[src/rtl/eagu_pkg.sv]
package eagu_pkg;

  typedef logic [2:0] mode_t;

  localparam mode_t MODE_IMM = 3'd0;
  localparam mode_t MODE_INH = 3'd1;
  localparam mode_t MODE_DIR = 3'd2;
  localparam mode_t MODE_EXT = 3'd3;
  localparam mode_t MODE_IDX = 3'd4;
  localparam mode_t MODE_REL = 3'd5;

endpackage

[src/rtl/eagu_operand_sel.sv]
module eagu_operand_sel #(
  parameter int ADDR_W = 16,
  parameter int BYTE_W = 8
) (
  input  logic [2:0]        mode,
  input  logic [BYTE_W-1:0] op_hi,
  input  logic [BYTE_W-1:0] op_lo,
  input  logic [ADDR_W-1:0] ix,
  input  logic [ADDR_W-1:0] iy,
  input  logic [ADDR_W-1:0] pc,
  input  logic              idx_sel,
  input  logic              taken,
  output logic [ADDR_W-1:0] base,
  output logic [ADDR_W-1:0] offset,
  output logic              no_addr
);
  import eagu_pkg::*;

  localparam int PAD_W  = ADDR_W - BYTE_W;
  localparam int PAIR_W = 2 * BYTE_W;

  logic [ADDR_W-1:0] lo_zext;
  logic [ADDR_W-1:0] lo_sext;
  logic [ADDR_W-1:0] pair_addr;
  logic [ADDR_W-1:0] idx_base;

  // Offset byte widened two ways: unsigned for page/index, signed for branches
  assign lo_zext = {{PAD_W{1'b0}}, op_lo};
  assign lo_sext = {{PAD_W{op_lo[BYTE_W-1]}}, op_lo};

  // Both operand bytes as one address; width adapted by parameter
  generate
    if (ADDR_W > PAIR_W) begin : g_pair_pad
      assign pair_addr = {{(ADDR_W-PAIR_W){1'b0}}, op_hi, op_lo};
    end else if (ADDR_W == PAIR_W) begin : g_pair_exact
      assign pair_addr = {op_hi, op_lo};
    end else begin : g_pair_trim
      logic [PAIR_W-1:0] pair_full;
      assign pair_full = {op_hi, op_lo};
      assign pair_addr = pair_full[ADDR_W-1:0];
    end
  endgenerate

  assign idx_base = idx_sel ? iy : ix;

  always_comb begin
    base    = '0;
    offset  = '0;
    no_addr = 1'b0;
    unique case (mode)
      MODE_DIR: begin
        offset = lo_zext;
      end
      MODE_EXT: begin
        base = pair_addr;
      end
      MODE_IDX: begin
        base   = idx_base;
        offset = lo_zext;
      end
      MODE_REL: begin
        base   = pc;
        offset = taken ? lo_sext : '0;
      end
      default: begin
        no_addr = 1'b1;
      end
    endcase
  end

endmodule

[src/rtl/eagu_adder.sv]
module eagu_adder #(
  parameter int W     = 16,
  parameter bit SPLIT = 1'b1
) (
  input  logic [W-1:0] a,
  input  logic [W-1:0] b,
  output logic [W-1:0] sum
);

  localparam int LO_W = W / 2;
  localparam int HI_W = W - LO_W;

  generate
    if (SPLIT && W >= 4) begin : g_csel
      logic [LO_W:0]   lo_sum;
      logic [HI_W-1:0] hi_c0;
      logic [HI_W-1:0] hi_c1;

      assign lo_sum = {1'b0, a[LO_W-1:0]} + {1'b0, b[LO_W-1:0]};
      assign hi_c0  = a[W-1:LO_W] + b[W-1:LO_W];
      assign hi_c1  = a[W-1:LO_W] + b[W-1:LO_W] + {{(HI_W-1){1'b0}}, 1'b1};
      assign sum    = {(lo_sum[LO_W] ? hi_c1 : hi_c0), lo_sum[LO_W-1:0]};
    end else begin : g_ripple
      assign sum = a + b;
    end
  endgenerate

endmodule

[src/rtl/ea_gen_unit.sv]
module ea_gen_unit #(
  parameter int ADDR_W    = 16,
  parameter int BYTE_W    = 8,
  parameter bit SPLIT_ADD = 1'b1
) (
  input  logic              clk,
  input  logic              rst,
  input  logic              start,
  input  logic [2:0]        mode,
  input  logic [BYTE_W-1:0] op_hi,
  input  logic [BYTE_W-1:0] op_lo,
  input  logic [ADDR_W-1:0] ix,
  input  logic [ADDR_W-1:0] iy,
  input  logic [ADDR_W-1:0] pc,
  input  logic              idx_sel,
  input  logic              taken,
  output logic [ADDR_W-1:0] ea,
  output logic              no_addr,
  output logic              valid
);
  import eagu_pkg::*;

  localparam int PAD_W = ADDR_W - BYTE_W;

  logic [ADDR_W-1:0] base;
  logic [ADDR_W-1:0] offset;
  logic [ADDR_W-1:0] sum;
  logic              no_addr_c;

  eagu_operand_sel #(
    .ADDR_W (ADDR_W),
    .BYTE_W (BYTE_W)
  ) u_sel (
    .mode    (mode),
    .op_hi   (op_hi),
    .op_lo   (op_lo),
    .ix      (ix),
    .iy      (iy),
    .pc      (pc),
    .idx_sel (idx_sel),
    .taken   (taken),
    .base    (base),
    .offset  (offset),
    .no_addr (no_addr_c)
  );

  eagu_adder #(
    .W     (ADDR_W),
    .SPLIT (SPLIT_ADD)
  ) u_add (
    .a   (base),
    .b   (offset),
    .sum (sum)
  );

  // Output stage: capture only on a request, otherwise hold
  always_ff @(posedge clk) begin
    if (rst) begin
      ea      <= '0;
      no_addr <= 1'b0;
      valid   <= 1'b0;
    end else begin
      valid <= start;
      if (start) begin
        ea      <= no_addr_c ? '0 : sum;
        no_addr <= no_addr_c;
      end
    end
  end

  // ---------------------------------------------------------------
  // Checks on the output stage
  // ---------------------------------------------------------------
  assert_valid_follows_start_R1: assert property (@(posedge clk) disable iff (rst)
    valid == $past(start));

  assert_direct_page_zero_R2: assert property (@(posedge clk) disable iff (rst)
    (start && mode == MODE_DIR) |=>
      (ea == {{PAD_W{1'b0}}, $past(op_lo)}) && !no_addr);

  assert_extended_bytes_R3: assert property (@(posedge clk) disable iff (rst)
    (start && mode == MODE_EXT) |=>
      (ea[BYTE_W-1:0] == $past(op_lo)) && !no_addr);

  assert_index_zero_offset_R5: assert property (@(posedge clk) disable iff (rst)
    (start && mode == MODE_IDX && op_lo == '0) |=>
      (ea == ($past(idx_sel) ? $past(iy) : $past(ix))));

  assert_rel_taken_R6: assert property (@(posedge clk) disable iff (rst)
    (start && mode == MODE_REL && taken) |=>
      (ea == ADDR_W'($past(pc) + {{PAD_W{$past(op_lo[BYTE_W-1])}}, $past(op_lo)})));

  assert_rel_not_taken_R7: assert property (@(posedge clk) disable iff (rst)
    (start && mode == MODE_REL && !taken) |=> (ea == $past(pc)) && !no_addr);

  assert_no_addr_modes_R8: assert property (@(posedge clk) disable iff (rst)
    (start && (mode == MODE_IMM || mode == MODE_INH || mode > MODE_REL)) |=>
      no_addr && (ea == '0));

  assert_hold_when_idle_R9: assert property (@(posedge clk) disable iff (rst)
    !start |=> $stable(ea) && $stable(no_addr));

  assert_reset_clears_R10: assert property (@(posedge clk)
    $past(rst) |-> (!valid && !no_addr && ea == '0));

endmodule

[config.mk]
export PLATFORM = sky130hd
export DESIGN_NAME = ea_gen_unit
export DESIGN_NICKNAME = d
export VERILOG_FILES = /design/src/rtl/eagu_pkg.sv /design/src/rtl/eagu_operand_sel.sv /design/src/rtl/eagu_adder.sv /design/src/rtl/ea_gen_unit.sv
export SDC_FILE = /design/constraint.sdc
export NUM_CORES = 1
export LEC_CHECK = 0
export ABC_AREA = 1
export ABC_CLOCK_PERIOD_IN_PS = 3400
export BUFFER_PORTS_ARGS = -buffer_cell sky130_fd_sc_hd__buf_2
export CELL_PAD_IN_SITES_DETAIL_PLACEMENT = 0
export CELL_PAD_IN_SITES_GLOBAL_PLACEMENT = 1
export CORE_MARGIN = 2
export CORE_UTILIZATION = 35
export CTS_CLUSTER_DIAMETER = 100
export CTS_CLUSTER_SIZE = 16
export DETAILED_ROUTE_END_ITERATION = 6
export PLACE_DENSITY = 0.92
export SLEW_MARGIN = 40
export SYNTH_ARGS = -nofsm -noshare
export SYNTH_HDL_FRONTEND = slang
export SYNTH_HIERARCHICAL = 1
export SYNTH_SLANG_ARGS = --single-unit
[constraint.sdc]
create_clock -name clk -period 3.4 [get_ports clk]
set_clock_uncertainty 0.2 [all_clocks]
set_input_delay 0.34 -clock clk [delete_from_list [all_inputs] [get_ports clk]]
set_output_delay 0.34 -clock clk [all_outputs]
set_load 0.01 [all_outputs]
### After elaboration in Yosys (flattened, before gate mapping)

Cells that the tools add are included.

* muxes and demuxes: 7
* equal/unequal tests: 4
* div/mod/pow operators: 0
* add/subtract/negate cells: 3
* shift operators: 0
* reduce and logical (&&, ||, !) cells: 2
* $mul: 0
* bitwise operators: 0
* $lt $le $gt $ge: 0

Operators with widths (count)
* 2-to-1 mux 16 bit: 3
* one-hot mux 16 bit (3 select lines): 1
* one-hot mux 16 bit (2 select lines): 1
* adder 8 x 8 -> 9 bit: 1
* adder 8 x 1 -> 8 bit, second input constant: 1
* adder 8 bit: 1
* 2-to-1 mux 8 bit: 1
* == test 3 x 2 -> 1 bit, second input constant: 2
* == test 3 bit, second input constant: 2
* OR reduction 4 bit: 1
* OR reduction 2 bit: 1
* 2-to-1 mux 1 bit: 1

* input port bits: 72
* memory bits (read-only): 0
* memories: 0
* register bits after elaboration: 18
* latch bits: 0
* output and inout bits: 18
* logic and storage cells: 19
* RAM bits: 0

### Longest topological paths before layout

Gate-level depths: netlist of run 1.

* depth in word-level cells: 7
* depth in mapped cells: 23
* mapped depth without buffers: 20

### By module

Netlist of run 1, hierarchy kept.

By module, submodules not included
* eagu_operand_sel: cells an instance 179, area each 1024.7 sq um, seq. area each 0.0 sq um, instances 1
* eagu_adder: cells an instance 146, area each 890.9 sq um, seq. area each 0.0 sq um, instances 1
* ea_gen_unit: cells an instance 78, area each 739.5 sq um, seq. area each 360.3 sq um, instances 1

### Worst setup path after synthesis of run 1

Ideal clock, no wire load.

* path kind: input-to-reg
* start point: in mode[1]
* end point: reg ea[15]
* setup slack: 289 ps
* data arrival time: 2842 ps
* stages on the path: 22
* buffers on the path: 4
* cells stage by stage: buf_6 > inv_6 > buf_8 > buf_6 > ha_1 > a31o_4 > inv_2 > buf_4 > nor2_1 > ha_1 > fa_1 > nand3_1 > nand2_1 > nand2_1 > nand2_4 > inv_1 > nor2_4 > nand2_1 > nand2_1 > nand2_1 > nand3_1 > a21oi_1

RTL lines
* from (decl): RTL line ea_gen_unit.sv:9 `input logic [2:0] mode,`
* == test 3 bit / == test 3 x 2 -> 1 bit (equally long branches): RTL line eagu_operand_sel.sv:50 `unique case (mode)`
* one-hot mux 16 bit (3 select lines) *: RTL line eagu_operand_sel.sv:50
* via base[0]: RTL line ea_gen_unit.sv:25 `logic [ADDR_W-1:0] base;`
* adder 8 x 8 -> 9 bit *: RTL line eagu_adder.sv:19 `assign lo_sum = {1'b0, a[LO_W-1:0]} + {1'b0, b[LO_W-1:0]};`
* 2-to-1 mux 8 bit *: RTL line eagu_adder.sv:22 `assign sum = {(lo_sum[LO_W] ? hi_c1 : hi_c0), lo_sum[LO_W-1:0]};`
* via sum[15]: RTL line ea_gen_unit.sv:27 `logic [ADDR_W-1:0] sum;`
* 2-to-1 mux 16 bit *: RTL line ea_gen_unit.sv:65 `ea <= no_addr_c ? '0 : sum;`
* to (signal assigned): RTL line ea_gen_unit.sv:65
* to (decl): RTL line ea_gen_unit.sv:17 `output logic [ADDR_W-1:0] ea,`

Mark *: on every way through the listed nets, which the timed path passes. The rest lies on a longest branch.
A chain may end at the register's enable or synchronous reset.

### Worst setup path after layout of run 1

* start point: in mode[0]
* end point: reg ea[14]

RTL lines
* == test 3 bit / == test 3 x 2 -> 1 bit (equally long branches): RTL line eagu_operand_sel.sv:50
* one-hot mux 16 bit (3 select lines) *: RTL line eagu_operand_sel.sv:50
* via base[8]: RTL line ea_gen_unit.sv:25
* adder 8 bit *: RTL line eagu_adder.sv:20, eagu_adder.sv:21
* adder 8 x 1 -> 8 bit: RTL line eagu_adder.sv:21 `assign hi_c1 = a[W-1:LO_W] + b[W-1:LO_W] + {{(HI_W-1){1'b0}}, 1'b1};`
* 2-to-1 mux 8 bit *: RTL line eagu_adder.sv:22
* via sum[14]: RTL line ea_gen_unit.sv:27
* 2-to-1 mux 16 bit *: RTL line ea_gen_unit.sv:65

Marks and branches as above.

==> metrics.txt, run 1 <==
Pwr per Cell Area=204 nW/um^2; synthesized cell area=2660 um^2; placed cell count=567; syn nets=494; RSZ-0062 raised after global routing=no; min-delay worst type=reg -> reg; clock share of power=27.6%; WP data arrival=2.98 ns; Mapped Cells=403; DRC=0; 1st-iter DRT viols=148; Layout Cell Area excl Fill=3070 um^2; initial antenna violation count=0; WP data required=3.38 ns; pin count of the biggest net entering global routing=23; Vias per Instance=4.90; Starting Density=36.4%; CP most frequent cell=nor2_1; I/O pins=90; FF-to-FF setup slack=2.56 ns; r2r worst-path depth=2; delay of the slowest critical-path stage=0.49 ns; #FFs+latches synth=18; Synth-to-Final Area Change=15.5%; CTS max path bufs=2; worst r2r dst=ea[14]$_SDFFE_PP0P_; Setup CP Type=in -> reg; sequential share of power=35.1%; WP depth=16; Congestion Overflow GR=0; post-CTS setup buffer count=0; Synth Area per Inst=6.59 um^2; critical path's slowest cell=fa_1; Yosys top cell by area=nand2_1; slew margin rel.=69.9%; Multi-input gate area=1910 um^2; Filler Cell Count=802; outcome=completed; Cell Chain, Critical Path=buf_2, buf_4, nand4_1, nand3_1, nand2_1, inv_1, ha_1, fa_1, ha_1, inv_1, nor2_1, nand4_1, nor2_1, nor2_1, nand3_1, a21oi_1; CTS root buf=clkbuf_8; clock insertion delay at the later pin of the skew report=0.25 ns; hold buffer count at CTS=0; Top delay family on crit path=adder cells; Final Power=627 uW; Chip Width=91.1 um; I/O Buffers=89; clock sinks=18; Crit Path Max Fanout=22; Leak=1.58 nW; Setup Viol. Count Final=0; cell row count=31; global-route wire length before repair=11600 um; core area=7290 um^2; drt total wl=6780 um; CP bufs+invs=4; hold path cells=2; fmax=0.334 GHz; CTS buffer count=3; Synth area leaders=nand2_1 16%, dfxtp_1 14%, nand4_1 9.0%; WL per Instance=11.9 um; critical path capture point type=register; Yosys top cell area share=16.3%; setup TNS=0 ns; Pre-antenna DRT Iters=4; Die ar.=8300 um^2; number of global-route vias before repair=2642; max-cap violations=0; warnings from Yosys=6; Slew Limit Fails=0; sequential cell area=360 um^2; Die H=91.1 um; Post-CTS Resized=0; crit share post-route=88.1%; Nets=564; Slew @ Worst Pin=0.452 ns; H-Tree Depth=1; Finished Layout Cells=571; Final Hold Viols=0; Worst setup SP type=input pin; Logic pwr share=37.3%; net switching power figure=216 uW; CTS tree=built; global-route usage over all layers=16.4%; fin crit period=3.00 ns; n_diodes=0; share of layout cells above drive strength 1=33.7%; sequential fraction of the synthesis area=13.6%; DP Wirelength=5760 um; clock-pin slew on the worst setup and hold paths=0.06 ns; Crit Reg-Reg Startpoint=ea[14]$_SDFFE_PP0P_; Antenna Violating Nets Remaining=0; Int Power=411 uW; Vias=2799; switching power share of the total=34.4%; crit path launch=mode[0]; routability cong.=0.853; Max rail drop VDD=0.000118 V; DP Area=3010 um^2; count of different cell masters after synthesis=35; Worst Setup EP=ea[14]$_SDFFE_PP0P_
## cells in the mapped netlist, drive strengths merged
cell type  number
nand3          37
xnor2           5
clkbuf          1
xor2            6
o21a            1
nand2         131
a31oi           1
ha             17
nand4          39
o21ai           1
buf            28
inv            31
a31o            1
nor2           38
a21oi          37
nor3            1
fa              2
dfxtp          18
a21o            1
a21boi          7
## layout make-up
type,instances,share of cell area (%)
Timing Repair Buffer,94,15.8
Tap cell,99,4.04
Multi-Input combinational cell,325,62.4
Sequential cell,18,11.8
Clock buffer,4,1.80
Inverter,31,4.20
## through the flow
stage	hold WS, ns	util (%)	setup WS, ns
final	0.263	42.0	0.404
after detailed placement	0.254	41.3	0.138
after global placement	0.253	41.3	0.217
after CTS	0.264	42.0	0.403
after global routing	0.284	42.0	0.134
after floorplan	0.287	-	0.289
## routing by layer
metal | global-route usage, % | vias up | share of wire (%) | wire length (um)
li1 | - | 1484 | - | -
met4 | 3.03 | 0 | 0.75 | 51
met2 | 29.6 | 66 | 48 | 3260
met1 | 21.5 | 1244 | 47 | 3190
met5 | 0 | - | 0 | 0
met3 | 0.996 | 5 | 4.0 | 272
## how the worst min path moves through the flow
stage               slack, ns                  end                 from
floorplan                0.29   ea[0]$_SDFFE_PP0P_   ea[0]$_SDFFE_PP0P_
global placement         0.25   ea[4]$_SDFFE_PP0P_   ea[4]$_SDFFE_PP0P_
detailed placement       0.25   ea[3]$_SDFFE_PP0P_   ea[3]$_SDFFE_PP0P_
CTS                      0.26   ea[3]$_SDFFE_PP0P_   ea[3]$_SDFFE_PP0P_
global route             0.28  ea[10]$_SDFFE_PP0P_  ea[10]$_SDFFE_PP0P_
finish                   0.26   ea[3]$_SDFFE_PP0P_   ea[3]$_SDFFE_PP0P_
## state kept, by name (all words and copies together), names as in the netlist
signal,cells
ea,16
no_addr,1
valid,1
## cells in the final DEF, fill, tap and decap left out
cell,netlist,final
nand2_1,115,115
buf_2,6,89
nand4_1,38,38
nand3_1,33,33
nor2_1,28,28
inv_1,23,23
a21oi_2,20,20
dfxtp_1,18,18
a21oi_1,17,17
ha_1,17,17
nand2_2,13,13
nor2_2,7,7
a21boi_1,7,7
inv_2,6,6
xor2_1,6,6
xnor2_1,5,5
buf_4,14,5
clkbuf_8,1,4
nand3_2,3,3
nand2_4,3,3
nor2_4,3,3
fa_1,2,2
inv_8,1,1
a21o_1,1,1
a31oi_1,1,1
o21ai_1,1,1
o21a_1,1,1
a31o_4,1,1
inv_6,1,1
nand3_4,1,1
nand4_2,1,1
nor3_4,1,1
## worst reg2reg max path, cell delays in order (launching register included)
cell,delay (ns)
dfxtp_1,0.34
nand2_1,0.06
a21oi_1,0.16
## logic make-up (layout without fill, tap and decap cells)
kind of cell	count (synthesis)	after routing	synth area share (%)
AND/OR/NAND/NOR	246	246	45.5
AO/OA/AOI/OAI	49	49	13.4
XOR/XNOR	11	11	3.63
buffers and inverters	60	129	14.3
adder cells (fa/ha/maj)	19	19	9.52
flip-flops	18	18	13.6
## power groups by stage
| stage | clock, mW | combinational (mW) | sequential, mW |
|---|---|---|---|
| 5_1_grt | 0.188 | 0.261 | 0.220 |
| 6_report | 0.173 | 0.234 | 0.220 |
| 3_3_place_gp | 0 | 0.232 | 0.225 |
| 3_5_place_dp | 0 | 0.233 | 0.225 |
| 2_1_floorplan | 0 | 0.170 | 0.228 |
| 4_1_cts | 0.178 | 0.234 | 0.220 |
Note: power is estimated with default switching activity, not from simulation.
==> run 2: changes to the inputs <==
Settings changed: CTS_CLUSTER_DIAMETER 100 to 40, PLACE_DENSITY 0.92 to unset, PLACE_DENSITY_LB_ADDON set to 0.1.
==> run 2 against run 1 <==
Net effect: largest power group unchanged; sequential power barely moved; critical path type unchanged; critical path depth increased by 3; first-iteration DRC count shrank 36%; maximum frequency rose by 4.9%; critical endpoint unchanged; clock power about the same; via count about the same; wire length grew 3.8%; final area up 0.49%.
==> metrics.txt, run 2 (synthesis results as in run 1) <==
CTS max path bufs=2 (unchanged); core area=7290 um^2 (unchanged); initial antenna violation count=0 (unchanged); slew margin rel.=71.3% (+1.4 points); Synth-to-Final Area Change=16.0%; clock sinks=18 (unchanged); n_diodes=0 (unchanged); Chip Width=91.1 um (unchanged); Post-CTS Resized=0 (unchanged); fin crit period=2.86 ns (-0.141 ns); cell row count=31 (unchanged); WL per Instance=12.3 um (+3.4%); Slew Limit Fails=0 (unchanged); hold path cells=2 (unchanged); Slew @ Worst Pin=0.431 ns (-0.0213 ns); crit share post-route=84.0% (-4.1 points); H-Tree Depth=1 (unchanged); routability cong.=0.805 (-5.7%); most frequent cells in the layout=115 x nand2_1, 89 x buf_2, 38 x nand4_1, 33 x nand3_1, 28 x nor2_1; RSZ-0062 raised after global routing=no; Nets=566 (+0.35%); Worst setup SP type=input pin; min-delay worst type=reg -> reg; Regs by FF count=ea (16), no_addr (1), valid (1); Setup Viol. Count Final=0 (unchanged); setup TNS=0 ns (unchanged); fmax=0.350 GHz (+4.9%); pin count of the biggest net entering global routing=22 (-4.3%); Congestion Overflow GR=0 (unchanged); PnR worst setup slack=0.545 ns (+0.141 ns); I/O Buffers=89 (unchanged); WP data arrival=2.84 ns (-0.14 ns); max reg flops=16 (unchanged); CTS root buf=clkbuf_8; global-route wire length before repair=12300 um (+6.1%); DP Wirelength=5860 um (+1.6%); number of global-route vias before repair=2727 (+3.2%); outcome=completed; worst hold margin=0.266 ns (+0.00299 ns); DP Area=3030 um^2 (+0.50%); drt total wl=7040 um (+3.8%); Die ar.=8300 um^2 (unchanged); Leak=1.59 nW (+0.57%); WP data required=3.38 ns (about the same); critical path capture point type=register; clock-pin slew on the worst setup and hold paths=0.07 ns (about the same); Pre-antenna DRT Iters=4 (unchanged); Layout Cell Area excl Fill=3080 um^2 (+0.49%); Pwr per Cell Area=205 nW/um^2 (+0.13%); Final Hold Viols=0 (unchanged); Place WS=0.288 ns (+0.150 ns); DRC=0 (unchanged); max-cap violations=0 (unchanged); clock insertion delay at the later pin of the skew report=0.26 ns (about the same); hold buffer count at CTS=0 (unchanged); Max rail drop VDD=0.000128 V (+8.8%); share of layout cells above drive strength 1=34.0% (+0.28 points); Antenna Violating Nets Remaining=0 (unchanged); CTS tree=built; Vias per Instance=4.88 (-0.42%); CTS buffer count=3 (unchanged); Top reg by flops=ea; post-CTS setup buffer count=0 (unchanged); Starting Density=36.4% (unchanged); most common cell after layout, fill and taps aside=nand2_1; r2r worst-path depth=2 (unchanged); Setup CP Type=in -> reg; Vias=2797 (-0.071%); Die H=91.1 um (unchanged); 1st-iter DRT viols=95 (-36%); global-route usage over all layers=17.5% (+1.2 points); Crit Path Max Fanout=13 (-41%); I/O pins=90 (unchanged)
run 2: cell count changes in the layout (fill, tap and decap cells not counted), sizes merged:
cell and delta:
buf +2
run 2: cell type report:
class / instances / area, um^2
flip-flops and latches: 18 / 360
repair buffers: 96 / 498
multi-input cells: 325 / 1910
clock buffers: 4 / 55.1
inverters: 31 / 129
fillers: 842 / 4210
well taps: 99 / 124
run 2: worst paths after layout:
| kind | startpoint | endpoint | slack [ns] |
|---|---|---|---|
| max | mode[2] | ea[14]$_SDFFE_PP0P_ | 0.54 |
| min | ea[4]$_SDFFE_PP0P_ | ea[4]$_SDFFE_PP0P_ | 0.27 |
| max reg2reg | ea[0]$_SDFFE_PP0P_ | ea[0]$_SDFFE_PP0P_ | 2.56 |
| min reg2reg | ea[4]$_SDFFE_PP0P_ | ea[4]$_SDFFE_PP0P_ | 0.27 |
run 2: routing by layer:
layer	part of all wire (%)	GRT usage [%]
met5	0	0
met4	1.3	3.28
met3	3.9	2.66
met2	46	29.9
met1	49	23.6
run 2: through the flow:
step           utilization, %  cells  total power, mW
5_1_grt                  42.2    573            0.675
3_5_place_dp             41.5    569            0.462
2_1_floorplan               -    403            0.398
4_1_cts                  42.2    573            0.637
3_3_place_gp             41.5    569            0.463
6_report                 42.2    573            0.630
run 2: power by group:
group,leakage [nW],total (mW),switching (mW),internal (mW)
Sequential,0.146,0.220,0.00313,0.217
Clock,0.0288,0.175,0.0716,0.103
Combinational,1.41,0.236,0.144,0.0916
run 2: critical path, cell delays in order:
cell	delay [ns]
buf_2	0.17
buf_4	0.21
nand2_1	0.12
nor2_4	0.07
nand2_1	0.08
nand3_1	0.06
nand2_1	0.06
inv_1	0.04
ha_1	0.23
fa_1	0.54
ha_1	0.19
inv_1	0.04
nor2_1	0.12
nand3_1	0.11
nor2_1	0.12
nor2_1	0.04
nor2_1	0.08
nand3_1	0.08
a21oi_1	0.13
==> run 3: changes to the inputs <==
Settings changed: ABC_AREA 1 to 0, ABC_CLOCK_PERIOD_IN_PS 3400 to 2800.
Clock period 3.4 ns to 2.8 ns, I/O delays scaled along.
==> run 3 against run 2 <==
Net effect: the run now ends with negative setup slack left; critical path depth shrank 3; synthesized cell count down 39%; highest routed layer unchanged; utilization increased by 13 points; critical path type unchanged.
==> metrics.txt, run 3 <==
outcome=complete, but fails checks; failing checks=negative setup slack; Vias=2340 (-16%); 1st-iter DRT viols=99 (+4.2%); global-route wire length before repair=9650 um (-22%); Chip Width=82.5 um (-9.5%); Congestion Overflow GR=0 (unchanged); Setup CP Type=in -> reg; clock-pin slew on the worst setup and hold paths=0.06 ns (about the same); CTS buffer count=3 (unchanged); I/O Buffers=89 (unchanged); Yosys top cell by area=dfxtp_1; setup TNS=-1.89 ns (-1.89 ns); Slew @ Worst Pin=0.498 ns (+0.0677 ns); Pwr per Cell Area=235 nW/um^2 (+15%); critical path capture point type=register; share of layout cells above drive strength 1=52.6% (+19 points); slew margin rel.=66.8% (-4.5 points); CTS root buf=clkbuf_8; count of different cell masters after synthesis=44 (+26%); CTS tree=built; Synth Area per Inst=8.76 um^2 (+33%); synthesized cell area=2160 um^2 (-19%); synth cell count leaders=32 x nor2_1, 21 x a21oi_1, 18 x dfxtp_1, 17 x ha_1, 17 x nand2b_1; PnR worst setup slack=-0.313 ns (-0.858 ns); Die ar.=6800 um^2 (-18%); hold buffer count at CTS=0 (unchanged); min-delay worst type=in -> reg; Slew Limit Fails=0 (unchanged); Layout Cell Area excl Fill=3300 um^2 (+7.0%); DP Wirelength=4860 um (-17%); CTS max path bufs=2 (unchanged); Worst setup SP type=input pin; number of global-route vias before repair=2210 (-19%); hold path cells=2 (unchanged); Top reg by flops=ea; routability cong.=0.778 (-3.3%); Nets=483 (-15%); fmax=0.321 GHz; r2r worst-path depth=2 (unchanged); Crit Path Max Fanout=6 (-7); fin crit period=3.11 ns; clock insertion delay at the later pin of the skew report=0.25 ns (about the same); I/O pins=90 (unchanged); number of flops mapped to enable cells by yosys=0 (unchanged); Leak=1.63 nW (+2.4%); Yosys top cell area share=16.7% (+0.46 points); warnings from Yosys=6 (unchanged); Die H=82.5 um (-9.5%); core area=5920 um^2 (-19%); crit share post-route=111%; Synth-to-Final Area Change=52.9%; cell row count=28 (-9.7%); most frequent cells in the layout=85 x buf_2, 63 x buf_4, 28 x nor2_1, 19 x a21oi_1, 18 x dfxtp_1; Vias per Instance=5.03 (+3.1%); WP data required=2.79 ns (-0.59 ns); sequential fraction of the synthesis area=16.7% (+3.1 points); #FFs+latches synth=18 (unchanged); max reg flops=16 (unchanged); n_diodes=0 (unchanged); Final Hold Viols=0 (unchanged); Filler Cell Count=587 (-30%); max-cap violations=0 (unchanged); WP data arrival=3.10 ns (+0.26 ns); Synth area leaders=dfxtp_1 17%, ha_1 9.9%, a222oi_1 7.4%; delay of the slowest critical-path stage=0.41 ns (-0.13 ns); pin count of the biggest net entering global routing=35 (+59%); Cell Chain, Critical Path=buf_8, buf_8, buf_6, buf_6, mux2_4, a222oi_1, nor2_1, ha_1, buf_4, buf_4, xor2_4, o2111ai_4, nor3_4, xnor2_1, nand3b_1, a21oi_1; WL per Instance=13.0 um (+6.1%); most common cell after layout, fill and taps aside=buf_2; ys async rst share=0% (unchanged); DRC=0 (unchanged); Regs by FF count=ea (16), no_addr (1), valid (1); Starting Density=36.4% (about the same); Antenna Violating Nets Remaining=0 (unchanged); H-Tree Depth=1 (unchanged); clock sinks=18 (unchanged); Mapped Cells=246 (-39%); Place WS=-0.639 ns (-0.926 ns); global-route usage over all layers=18.0% (+0.49 points); Setup Viol. Count Final=9 (+9); critical path's slowest cell=a222oi_1; drt total wl=6060 um (-14%); initial antenna violation count=0 (unchanged); DP Area=3000 um^2 (-0.99%); Max rail drop VDD=0.000200 V (+56%); Main synth FF type=dfxtp_1; count leader, synth=nor2_1; Pre-antenna DRT Iters=7 (+3); syn nets=337 (-32%); RSZ-0062 raised after global routing=yes
run 3: per-stage QoR:
step           cells  util, %  hold slack [ns]  power (mW)
2_1_floorplan    246        -            0.257       0.442
3_3_place_gp     450     50.6            0.253       0.571
3_5_place_dp     450     50.6            0.258       0.573
4_1_cts          461     54.1            0.195       0.772
5_1_grt          465     55.7            0.214       0.825
6_report         465     55.7            0.198       0.775
run 3: layer usage:
layer	up-vias	track usage [%]	routed length [um]
met4	0	1.00	34
li1	1193	-	-
met5	-	0	0
met1	1096	21.6	2670
met3	4	2.72	277
met2	47	35.0	3070
run 3: worst paths after layout:
path                  startpoint                   end  slack, ns
max                      idx_sel   ea[15]$_SDFFE_PP0P_      -0.31
min reg2reg   ea[7]$_SDFFE_PP0P_    ea[7]$_SDFFE_PP0P_       0.27
min                          rst  no_addr$_SDFFE_PP0P_       0.20
max reg2reg  ea[14]$_SDFFE_PP0P_   ea[14]$_SDFFE_PP0P_       1.99
run 3: logic make-up (layout without fill, tap and decap cells):
kind of cell               Yosys count  in the layout  share of synthesized area [%]
adders and majority gates           19             19                           11.7
and+or+nand+nor                     92             92                           23.8
AOI/OAI and AO/OA                   58             58                           20.1
DFF                                 18             18                           16.7
buffers and inverters               22            166                           8.12
xor gates and xnor gates            20             20                           9.00
muxes                               17             17                           10.6
run 3: timing repair:
item,4_1_cts,5_1_grt
endpoints found under the hold margin,0,0
gates resized for setup,23,14
setup endpoints to repair,11,12
pin swaps,29,33
buffers inserted,8,8
run 3: area by class of cell:
| cell class | instances | area (um^2) | share of cell area, % |
|---|---|---|---|
| Clock buffer | 3 | 41.3 | 1.25 |
| Inverter | 1 | 3.75 | 0.114 |
| Tap cell | 75 | 93.8 | 2.85 |
| Timing Repair Buffer | 162 | 1060 | 32.3 |
| Multi-Input combinational cell | 206 | 1730 | 52.6 |
| Sequential cell | 18 | 360 | 10.9 |
run 3: report_power, final:
| part | internal (mW) | switching [mW] | leakage [nW] | total [mW] |
|---|---|---|---|---|
| registers | 0.264 | 0.00304 | 0.146 | 0.267 |
| logic | 0.190 | 0.138 | 1.46 | 0.329 |
| clock network | 0.0956 | 0.0844 | 0.0216 | 0.180 |
run 3: critical path, delay by kind of cell:
kind | cells | cell delay, ns
compound gates | 3 | 0.68
xor+xnor | 2 | 0.32
simple gates | 3 | 0.42
fa+ha+maj | 1 | 0.35
mux | 1 | 0.29
buf+inv | 6 | 0.75
